File: src/rtl/bcas_pkg.sv
package bcas_pkg;
  localparam int unsigned WIN_W = 3;  // widest burst window, 8 beats

  typedef enum logic [1:0] {
    BL_NONE = 2'b00,
    BL_2    = 2'b01,
    BL_4    = 2'b10,
    BL_8    = 2'b11
  } bl_sel_e;

  typedef enum logic {
    ORD_SEQ   = 1'b0,
    ORD_INTLV = 1'b1
  } ord_e;
endpackage

File: src/rtl/bcas_len_decode.sv
module bcas_len_decode
  import bcas_pkg::*;
(
  input  logic [1:0]       bl_sel_i,
  output logic             legal_o,
  output logic [WIN_W-1:0] mask_o
);
  always_comb begin
    legal_o = 1'b1;
    unique case (bl_sel_e'(bl_sel_i))
      BL_2:    mask_o = 3'b001;
      BL_4:    mask_o = 3'b011;
      BL_8:    mask_o = 3'b111;
      default: begin
        mask_o  = '0;
        legal_o = 1'b0;
      end
    endcase
  end
endmodule

File: src/rtl/bcas_beat_ctrl.sv
module bcas_beat_ctrl
  import bcas_pkg::*;
(
  input  logic             clk_i,
  input  logic             rst_ni,
  input  logic             start_i,
  input  logic             legal_i,
  input  logic [WIN_W-1:0] mask_i,
  output logic             accept_o,
  output logic             active_o,
  output logic             last_o,
  output logic [WIN_W-1:0] beat_o,
  output logic [WIN_W-1:0] mask_o
);
  logic             active_q;
  logic [WIN_W-1:0] beat_q;
  logic [WIN_W-1:0] mask_q;

  // restart only from idle
  assign accept_o = start_i && legal_i && !active_q;
  assign last_o   = active_q && (beat_q == mask_q);

  always_ff @(posedge clk_i or negedge rst_ni) begin
    if (!rst_ni) begin
      active_q <= 1'b0;
      beat_q   <= '0;
      mask_q   <= '0;
    end else if (accept_o) begin
      active_q <= 1'b1;
      beat_q   <= '0;
      mask_q   <= mask_i;
    end else if (active_q) begin
      if (last_o) begin
        active_q <= 1'b0;
        beat_q   <= '0;
      end else begin
        beat_q <= beat_q + WIN_W'(1);
      end
    end
  end

  assign active_o = active_q;
  assign beat_o   = beat_q;
  assign mask_o   = mask_q;

  AST_LAST_IN_BURST: assert property (@(posedge clk_i) disable iff (!rst_ni)
    last_o |-> active_o);
  AST_LAST_ENDS: assert property (@(posedge clk_i) disable iff (!rst_ni)
    last_o |=> !active_o);
  AST_BEAT_STEP: assert property (@(posedge clk_i) disable iff (!rst_ni)
    (active_o && !last_o) |=> (active_o && beat_o == $past(beat_o) + WIN_W'(1)));
  AST_FIRST_BEAT: assert property (@(posedge clk_i) disable iff (!rst_ni)
    (start_i && legal_i && !active_o) |=> (active_o && beat_o == '0));
  AST_MASK_HELD: assert property (@(posedge clk_i) disable iff (!rst_ni)
    (active_o && !last_o) |=> $stable(mask_o));
  AST_ILLEGAL_IDLE: assert property (@(posedge clk_i) disable iff (!rst_ni)
    (!active_o && !legal_i) |=> !active_o);
endmodule

File: src/rtl/bcas_addr_gen.sv
module bcas_addr_gen
  import bcas_pkg::*;
#(
  parameter int unsigned COL_W = 10
) (
  input  logic             clk_i,
  input  logic             rst_ni,
  input  logic             accept_i,
  input  logic [COL_W-1:0] start_col_i,
  input  logic             intlv_i,
  input  logic             active_i,
  input  logic [WIN_W-1:0] beat_i,
  input  logic [WIN_W-1:0] mask_i,
  output logic [COL_W-1:0] col_o
);
  logic [COL_W-1:0] base_q;
  ord_e             ord_q;
  logic [WIN_W-1:0] ord_lo;
  logic [COL_W-1:0] col_d;

  always_ff @(posedge clk_i or negedge rst_ni) begin
    if (!rst_ni) begin
      base_q <= '0;
      ord_q  <= ORD_SEQ;
    end else if (accept_i) begin
      base_q <= start_col_i;
      ord_q  <= ord_e'(intlv_i);
    end
  end

  // count-up wraps naturally once masked to the window
  always_comb begin
    if (ord_q == ORD_INTLV) ord_lo = base_q[WIN_W-1:0] ^ beat_i;
    else                    ord_lo = base_q[WIN_W-1:0] + beat_i;
  end

  for (genvar g = 0; g < COL_W; g++) begin : g_bit
    if (g < WIN_W) begin : g_win
      assign col_d[g] = mask_i[g] ? ord_lo[g] : base_q[g];
    end else begin : g_hi
      assign col_d[g] = base_q[g];
    end
  end

  assign col_o = active_i ? col_d : '0;

  AST_UPPER_HELD: assert property (@(posedge clk_i) disable iff (!rst_ni)
    (active_i && $past(active_i)) |-> (col_o[COL_W-1:WIN_W] == $past(col_o[COL_W-1:WIN_W])));
  AST_IDLE_ZERO: assert property (@(posedge clk_i) disable iff (!rst_ni)
    !active_i |-> (col_o == '0));
  AST_OUTSIDE_MASK_HELD: assert property (@(posedge clk_i) disable iff (!rst_ni)
    (active_i && $past(active_i)) |-> ((col_o[WIN_W-1:0] & ~mask_i) == ($past(col_o[WIN_W-1:0]) & ~mask_i)));
endmodule

File: src/rtl/burst_col_seq.sv
module burst_col_seq
  import bcas_pkg::*;
#(
  parameter int unsigned COL_W = 10
) (
  input  logic             clk_i,
  input  logic             rst_ni,
  input  logic             start_i,
  input  logic [COL_W-1:0] start_col_i,
  input  logic [1:0]       bl_sel_i,
  input  logic             intlv_i,
  output logic [COL_W-1:0] col_o,
  output logic             valid_o,
  output logic             last_o
);
  logic             legal;
  logic [WIN_W-1:0] mask_dec;
  logic             accept;
  logic             active;
  logic [WIN_W-1:0] beat;
  logic [WIN_W-1:0] mask_q;

  if (COL_W < WIN_W) begin : g_bad_width
    initial $error("COL_W must cover the burst window");
  end

  bcas_len_decode i_len_decode (
    .bl_sel_i (bl_sel_i),
    .legal_o  (legal),
    .mask_o   (mask_dec)
  );

  bcas_beat_ctrl i_beat_ctrl (
    .clk_i    (clk_i),
    .rst_ni   (rst_ni),
    .start_i  (start_i),
    .legal_i  (legal),
    .mask_i   (mask_dec),
    .accept_o (accept),
    .active_o (active),
    .last_o   (last_o),
    .beat_o   (beat),
    .mask_o   (mask_q)
  );

  bcas_addr_gen #(.COL_W(COL_W)) i_addr_gen (
    .clk_i       (clk_i),
    .rst_ni      (rst_ni),
    .accept_i    (accept),
    .start_col_i (start_col_i),
    .intlv_i     (intlv_i),
    .active_i    (active),
    .beat_i      (beat),
    .mask_i      (mask_q),
    .col_o       (col_o)
  );

  assign valid_o = active;

  AST_RESET_QUIET: assert property (@(posedge clk_i)
    !rst_ni |=> (!valid_o && !last_o));
  AST_NO_RESTART: assert property (@(posedge clk_i) disable iff (!rst_ni)
    (valid_o && !last_o) |=> valid_o);
endmodule

File: config.mk
export PLATFORM = sky130hd
export DESIGN_NAME = burst_col_seq
export DESIGN_NICKNAME = d
export VERILOG_FILES = /design/src/rtl/bcas_pkg.sv /design/src/rtl/bcas_len_decode.sv /design/src/rtl/bcas_beat_ctrl.sv /design/src/rtl/bcas_addr_gen.sv /design/src/rtl/burst_col_seq.sv
export SDC_FILE = /design/constraint.sdc
export NUM_CORES = 1
export LEC_CHECK = 0
export BUFFER_PORTS_ARGS = -buffer_cell sky130_fd_sc_hd__buf_2
export CORE_UTILIZATION = 53
export DETAILED_ROUTE_END_ITERATION = 12
export GPL_ROUTABILITY_DRIVEN = 0
export HOLD_SLACK_MARGIN = 0.06
export PLACE_DENSITY = 0.82
export SLEW_MARGIN = 15
export SYNTH_ARGS = -nofsm -noshare
export SYNTH_HDL_FRONTEND = slang
export SYNTH_SLANG_ARGS = --single-unit
File: constraint.sdc
create_clock -name clk_i -period 2.47 [get_ports clk_i]
set_clock_uncertainty 0.1 [all_clocks]
set_input_delay 0.247 -clock clk_i [delete_from_list [all_inputs] [get_ports clk_i]]
set_output_delay 0.247 -clock clk_i [all_outputs]
set_load 0.01 [all_outputs]
==> impl_metrics.toml, run 1 <==
[worst_setup_path]
path_buf_inv = 1
r2r_start = "i_beat_ctrl.active_o"
startpoint_type = "flop"
cp.required_ps = 2120
setup.worst_path.start = "i_beat_ctrl.beat_o[0]"
slowest_stage = "dfrtp_1"
cp-end-kind = "output pin"
crit_fanout = 5
slowest_delay_ps = 440
rrSetupSlack_ps = 920
worstSetupPathType = "flop to output pin"
crit_family = "adder cells"
cp_cell_sequence = "ha_1, fa_1, nor2b_1, xnor2_1, nand2_1, mux2i_1, buf_2"
cp.arrival_ps = 1990

[timing]
finalMaxSlewViolations = 0
setup_viol = 0
tightest_slew_ps = 527.2
setup_tns_ps = 0
fin_crit_sh_pct = 94.56
fmax_mhz = 428.2
finalWorstSetupSlack_ps = 134.4
period_needed_ps = 2336
hold_ws_ps = 81.75
slew_headroom_pct = 64.85
grt_setup_unrepaired = "no"
hold_violations = 0

[power_and_ir_drop]
max-vdd-ir-drop_uv = 675.1
cellLeakagePower_nw = 0.6429
finalPower_mw = 1.393
powerDensity_nw_per_um2 = 1155

[clock_network]
cts_tree = "built"
cts.path.max_buffers = 2
numCtsBuffers = 3
htreeDepth = 1
cts_resized = 0
cts_num_sinks = 18
cts_root_buffer = "clkbuf_4"
clk_latency_ps = 280
cts.clk_slew.worst_paths_ps = 100

[logic_synthesis]
syn_inst = 99
synth_seq_area_share_pct = 49.11
yosys_warnings = 0
async_flop_share_pct = 100.0
ys.flop_type = "dfrtp_1"
synthDistinctLibCells = 23
synth_top_cells_by_count = "nand2_1, dfrtp_1, and2_1"
synth_seq_cells = 18
ys_top_cells_by_area = "dfrtp_1, nand2_1, and2_1, ha_1, xnor2_1"
yosys.area.top_type = "dfrtp_1"
synth_top_area_share_pct = 49.11
synth-edff-count = 0
synth_most_common_cell = "nand2_1"
syn-num-nets = 119
synth_area_um2 = 917.1
syn_area_per_cell_um2 = 9.264

[route]
wl_mm = 2.105
vias = 815
firstDrtPassIters = 8
wl_per_cell_um = 13.58
dr.first_iter.drc_count = 7
vias_per_cell = 5.258
drc_errors = 1
drtAntennaViolNets = 0

[finish]
drive_gt1_share_pct = 23.74
finalCoreUtilization_pct = 77.37
area_growth_pct = 31.51
fillCellCount = 101
antennaDiodeCount = 0
nets = 161

[status]
outcome = "complete, but fails checks"
violations = "DRC"

[grt]
grt.overflow.total = 0
met3_usage_pct = 5.000
grt_pass1_wl_mm = 3.491
grt_max_degree = 19
use_met2_pct = 45.97
gr-max-usage-layer = "met2"
antenna_found_initial = 0
grt_pass1_vias = 836
grt_use_total_pct = 25.35
use_met1_pct = 29.78

[floorplanning]
start_util_pct = 58.83
die_w_um = 43.60
ioPinCount = 28
rows = 14
core_um2 = 1559
die-area_um2 = 1901
fp.dieH_um = 43.60

[min_path]
min_from = "intlv_i"
hp-class = "primary input to flop"

[job]
drv_cap = 0

[place]
hpwl_mm = 1.355
portBuffers = 27
pre_cts_slack_ps = 461.0
-- metrics by stage --
stage / instances / cell area [µm²]
finish: 155 / 1206
global route: 155 / 1206
CTS: 154 / 1199
detailed placement: 140 / 1066
global placement: 140 / 1066
floorplan: 99 / 917.1
-- registers in the layout, summed over array words and instances, names as in the netlist --
register              cells
i_addr_gen.ord_q          1
i_beat_ctrl.mask_o        3
i_beat_ctrl.beat_o        3
i_addr_gen.base_q        10
i_beat_ctrl.active_o      1
-- layer usage --
metal	vias to the layer above	routed length [µm]
li1	400	-
met1	390	863
met2	23	1126
met3	2	104
met4	0	11
met5	-	0
-- layout make-up --
class | instances | area (µm²) | share of cell area (%)
flip-flops and latches | 18 | 450.4 | 37.34
multi-input cells | 76 | 445.4 | 36.93
repair buffers | 40 | 260.3 | 21.58
clock buffers | 3 | 22.52 | 1.867
well taps | 16 | 20.02 | 1.660
inverters | 2 | 7.507 | 0.6224
-- worst paths after layout --
path,end,cells after the start
max,col_o[2],7
min,i_addr_gen.ord_q,2
max reg2reg,i_addr_gen.base_q[6],4
min reg2reg,i_addr_gen.base_q[9],2
max in group asynchronous,i_addr_gen.base_q[7],2
min in group asynchronous,i_beat_ctrl.beat_o[2],2
-- placed cells by master, fill, tap and decap left out, types with 2 or more instances in the layout --
cell | synthesis | final
mux2i_1 | 3 | 3
dlygate4sd3_1 | 0 | 11
o21ai_1 | 3 | 3
and2_1 | 8 | 8
buf_2 | 2 | 27
dfrtp_1 | 18 | 18
nand2b_1 | 3 | 3
ha_1 | 3 | 3
xnor2_1 | 4 | 4
buf_4 | 0 | 2
nand2_1 | 37 | 37
clkbuf_4 | 0 | 3
nor2_1 | 4 | 4
mux2_1 | 2 | 2
-- worst reg2reg max path: stages, from the launching register on --
cell	delay (ps)
dfrtp_1	610
inv_2	120
nand2b_1	420
nand2_1	140
nand2_1	110
-- cell families after synthesis --
logic type,after synthesis,synth area share [%]
compound gates,8,6.412
xor+xnor,4,3.820
fa+ha+maj,4,6.276
buf+inv,5,2.318
flops,18,49.11
mux,5,5.730
simple gates,55,26.33
-- repair_timing --
action,CTS,global route
hold buffers,11,0
endpoints found under the setup margin,0,1
hold endpoints to repair,28,0
buffers inserted,0,1
-- report_power, final --
group	internal, mW	switching (mW)
sequential	0.433	0.143
clock	0.0565	0.0824
combinational	0.329	0.349
(Power assumes the default switching activity.)
==> inputs of run 2 (changes only) <==
- CORE_UTILIZATION: 53 -> 49
- PLACE_DENSITY: 0.82 -> 0.77
- clock period: 2.47 -> 2.6 ns (I/O delays scaled with it)
==> impl_metrics.toml, run 2 (synthesized netlist as in run 1, its figures left out) <==
[status]
outcome = "finished clean"

[route]
vias_per_cell = 4.720
wl_per_cell_um = 11.73
drtAntennaViolNets = 0
firstDrtPassIters = 4
dr.first_iter.drc_count = 6
wl_mm = 1.924
drc_errors = 0
vias = 774

[clock_network]
cts.path.max_buffers = 2
cts.clk_slew.worst_paths_ps = 100
cts_num_sinks = 18
cts_tree = "built"
htreeDepth = 1
cts_root_buffer = "clkbuf_4"
cts_resized = 0
numCtsBuffers = 3
clk_latency_ps = 290
post_cts_buffers = 0

[min_path]
hp-class = "primary input to flop"

[floorplanning]
start_util_pct = 52.54
die_w_um = 45.27
core_um2 = 1745
ioPinCount = 28
rows = 15
die-area_um2 = 2049
fp.dieH_um = 45.27

[finish]
fillCellCount = 156
antennaDiodeCount = 0
final_cell_mix = "nand2_1, buf_2, dfrtp_1"
nets = 160
finalCoreUtilization_pct = 70.11
drive_gt1_share_pct = 23.74
largest_reg_flops = 10
fin_area_um2 = 1224
area_growth_pct = 33.42
regMostFlops = "i_addr_gen.base_q"
final_common_cell = "nand2_1"

[grt]
grt_pass1_vias = 771
antenna_found_initial = 0
grt_use_total_pct = 23.02
grt.overflow.total = 0
grt_pass1_wl_mm = 3.332
grt_max_degree = 19

[timing]
fin_crit_sh_pct = 90.19
setup_tns_ps = 0
finalMaxSlewViolations = 0
tightest_slew_ps = 556.6
slew_headroom_pct = 62.76
period_needed_ps = 2345
fmax_mhz = 426.4
grt_setup_unrepaired = "no"
hold_violations = 0
setup_viol = 0

[place]
dpl_cell_area_um2 = 1077
hpwl_mm = 1.358
portBuffers = 27

[worst_setup_path]
startpoint_type = "flop"
slowest_stage = "dfrtp_1"
cp.required_ps = 2240
cp-end-kind = "output pin"
worstSetupPathType = "flop to output pin"
cp_cell_sequence = "ha_1, fa_1, nor2b_1, xnor2_1, nand2_1, mux2i_1, buf_2"
crit_fanout = 5
crit_family = "adder cells"
slowest_delay_ps = 450
path_buf_inv = 1
cp.arrival_ps = 1990

[job]
drv_cap = 0

[power_and_ir_drop]
max-vdd-ir-drop_uv = 610.1
powerDensity_nw_per_um2 = 1098
cellLeakagePower_nw = 0.6451
[run 2: per-layer routing]
layer	share of wire (%)	global-route usage (%)	vias up
met5	0	0	-
met4	0.52	7.273	0
met3	2.2	3.600	2
met2	52	40.29	15
met1	45	29.06	357
li1	-	-	400
[run 2: area by class of cell]
cell class	instances	area (µm²)	share of cell area, %
clock buffer	4	36.28	2.965
timing repair buffer	39	252.7	20.65
tap	25	31.28	2.556
multi-input combinational	76	445.4	36.40
inverter	2	7.507	0.6135
sequential	18	450.4	36.81
[run 2: power by group]
group | leakage (nW) | switching [mW] | total, mW | internal [mW]
Combinational | 0.405 | 0.318 | 0.624 | 0.306
Sequential | 0.219 | 0.139 | 0.550 | 0.411
Clock | 0.0210 | 0.0843 | 0.170 | 0.0852
[run 2: repair_timing]
item,in CTS,in global routing
endpoints found under the setup margin,0,0
hold endpoints to repair,28,0
hold buffers,11,0
[run 2: final timing paths]
path	slack (ps)	from	endpoint	cells past startpoint
max in group asynchronous	1790	rst_ni	i_addr_gen.base_q[2]	2
setup reg to reg	940	i_beat_ctrl.active_o	i_addr_gen.ord_q	2
setup / recovery	250	i_beat_ctrl.beat_o[0]	col_o[2]	7
min in group asynchronous	330	rst_ni	i_addr_gen.base_q[1]	2
hold / removal	90	intlv_i	i_addr_gen.ord_q	2
hold reg to reg	380	i_addr_gen.base_q[9]	i_addr_gen.base_q[9]	2
[run 2: per-stage QoR]
step | worst slack, ps | total power, mW | cells | hold slack [ps]
floorplan | 682.8 | 0.9567 | 99 | -135.6
global placement | 611.5 | 1.136 | 149 | 104.6
detailed placement | 569.6 | 1.169 | 149 | 112.1
CTS | 232.2 | 1.359 | 164 | 74.91
global route | 107.2 | 1.463 | 164 | 81.32
finish | 255.0 | 1.344 | 164 | 86.34
==> inputs of run 3 (changes only) <==
- CORE_UTILIZATION: 49 -> 40
- PLACE_DENSITY: 0.77 -> unset
- clock period: 2.6 -> 2.9 ns (I/O delays scaled with it)
==> impl_metrics.toml, run 3 (synthesized netlist as in run 1, its figures left out) <==
[route]
drtAntennaViolNets = 0
dr.first_iter.drc_count = 9
vias_per_cell = 4.737
drc_errors = 0
firstDrtPassIters = 4
vias = 739
wl_per_cell_um = 11.18
wl_mm = 1.744

[finish]
regMostFlops = "i_addr_gen.base_q"
final_cell_mix = "nand2_1, buf_2, dfrtp_1"
largest_reg_flops = 10
nets = 150
drive_gt1_share_pct = 25.58
finalNonFillerCells = 156
area_growth_pct = 22.78
antennaDiodeCount = 0
fillCellCount = 207
final_common_cell = "nand2_1"

[clock_network]
cts.clk_slew.worst_paths_ps = 100
cts_num_sinks = 18
clk_latency_ps = 300
cts.path.max_buffers = 2
numCtsBuffers = 3
cts_root_buffer = "clkbuf_4"
cts_tree = "built"
htreeDepth = 1

[power_and_ir_drop]
p_switching_mw = 0.4731
powerDensity_nw_per_um2 = 1051
max-vdd-ir-drop_uv = 618.9
finalPower_mw = 1.183
cellLeakagePower_nw = 0.6033
combPwrFrac_pct = 45.6
power_frac_seq_pct = 41.4
internal-power_mw = 0.7099
swShare_pct = 39.99
pwr-share-clk_pct = 13.0

[timing]
fin_crit_sh_pct = 81.76
finalMaxSlewViolations = 0
grt_setup_unrepaired = "no"
fmax_mhz = 421.8
period_needed_ps = 2371
hold_violations = 0
tightest_slew_ps = 544.5
setup_tns_ps = 0
slew_headroom_pct = 63.70
setup_viol = 0

[worst_setup_path]
rrSetupSlack_ps = 1380
regToRegEndpoint = "i_beat_ctrl.mask_o[2]"
path_depth = 7
r2r_start = "i_beat_ctrl.active_o"
crit_family = "adder cells"
cp-end-kind = "output pin"
ff2ff_path_depth = 3
cp.required_ps = 2510
cp_cell_sequence = "ha_1, fa_1, nor2b_1, xnor2_1, nand2_1, mux2i_1, buf_2"
worstSetupPathType = "flop to output pin"
cp.arrival_ps = 1980
startpoint_type = "flop"
slowest_stage = "dfrtp_1"
slowest_delay_ps = 450
path_buf_inv = 1
crit_fanout = 5

[job]
drv_cap = 0

[floorplanning]
ioPinCount = 28
die_w_um = 49.89
core_um2 = 2062
rows = 16
start_util_pct = 44.48
fp.dieH_um = 49.89
die-area_um2 = 2489

[min_path]
whs_endpoint = "i_addr_gen.base_q[7]"
min_from = "start_col_i[7]"
hold_depth = 3
hp-class = "primary input to flop"

[grt]
grt_max_degree = 19
grt_pass1_vias = 696
antenna_found_initial = 0
grt_use_total_pct = 17.17
grt_pass1_wl_mm = 3.091
grt.overflow.total = 0

[place]
portBuffers = 27
numPlacedInstances = 151
hpwl_mm = 1.254

[status]
outcome = "finished clean"
run 3: worst register-to-register path, stage by stage, from the launching register on:
cell and delay, ps:
dfrtp_1 620, inv_2 120, nand2b_1 430, o21ai_1 140
run 3: layout make-up:
type | instances | area (µm²) | area share, %
clock buffers | 4 | 36.28 | 3.222
repair buffers | 29 | 152.6 | 13.56
multi-input cells | 76 | 445.4 | 39.56
well taps | 27 | 33.78 | 3.000
flip-flops and latches | 18 | 450.4 | 40.00
inverters | 2 | 7.507 | 0.6667
run 3: power groups by stage:
| stage | clock (mW) | combinational, mW | sequential, mW |
|---|---|---|---|
| final | 0.154 | 0.539 | 0.490 |
| after detailed placement | 0 | 0.541 | 0.498 |
| after CTS | 0.160 | 0.547 | 0.492 |
| after global routing | 0.172 | 0.623 | 0.515 |
| after global placement | 0 | 0.536 | 0.493 |
| after floorplan | 0 | 0.399 | 0.459 |
run 3: timing repair:
action,4_1_cts,5_1_grt
setup endpoints to repair,0,0
setup buffers,0,0
resized for setup,0,0
hold buffers,1,0
hold endpoints to repair,18,0
run 3: worst max path at each step:
stage | from | endpoint | slack, ps
5_1_grt | i_beat_ctrl.beat_o[0] | col_o[2] | 380
6_report | i_beat_ctrl.beat_o[0] | col_o[2] | 530
3_3_place_gp | i_beat_ctrl.beat_o[0] | col_o[2] | 870
2_1_floorplan | i_beat_ctrl.beat_o[0] | col_o[2] | 950
4_1_cts | i_beat_ctrl.beat_o[0] | col_o[2] | 510
3_5_place_dp | i_beat_ctrl.beat_o[0] | col_o[2] | 860
run 3: per-stage QoR:
step	worst slack, ps	hold WS [ps]	util [%]	cell area (µm²)
after floorplan	952.8	-105.6	-	917.1
after global placement	874.9	146.9	52.37	1080
after detailed placement	859.4	141.1	52.37	1080
after CTS	514.8	66.32	54.61	1126
after global routing	382.3	64.19	54.61	1126
final	529.0	69.08	54.61	1126
run 3: metal layers:
layer	track usage (%)	share of wire [%]	vias up
met5	0	0	-
met3	5.556	4.3	4
met4	7.143	2.2	0
met2	26.80	47	16
li1	-	-	380
met1	21.68	47	339
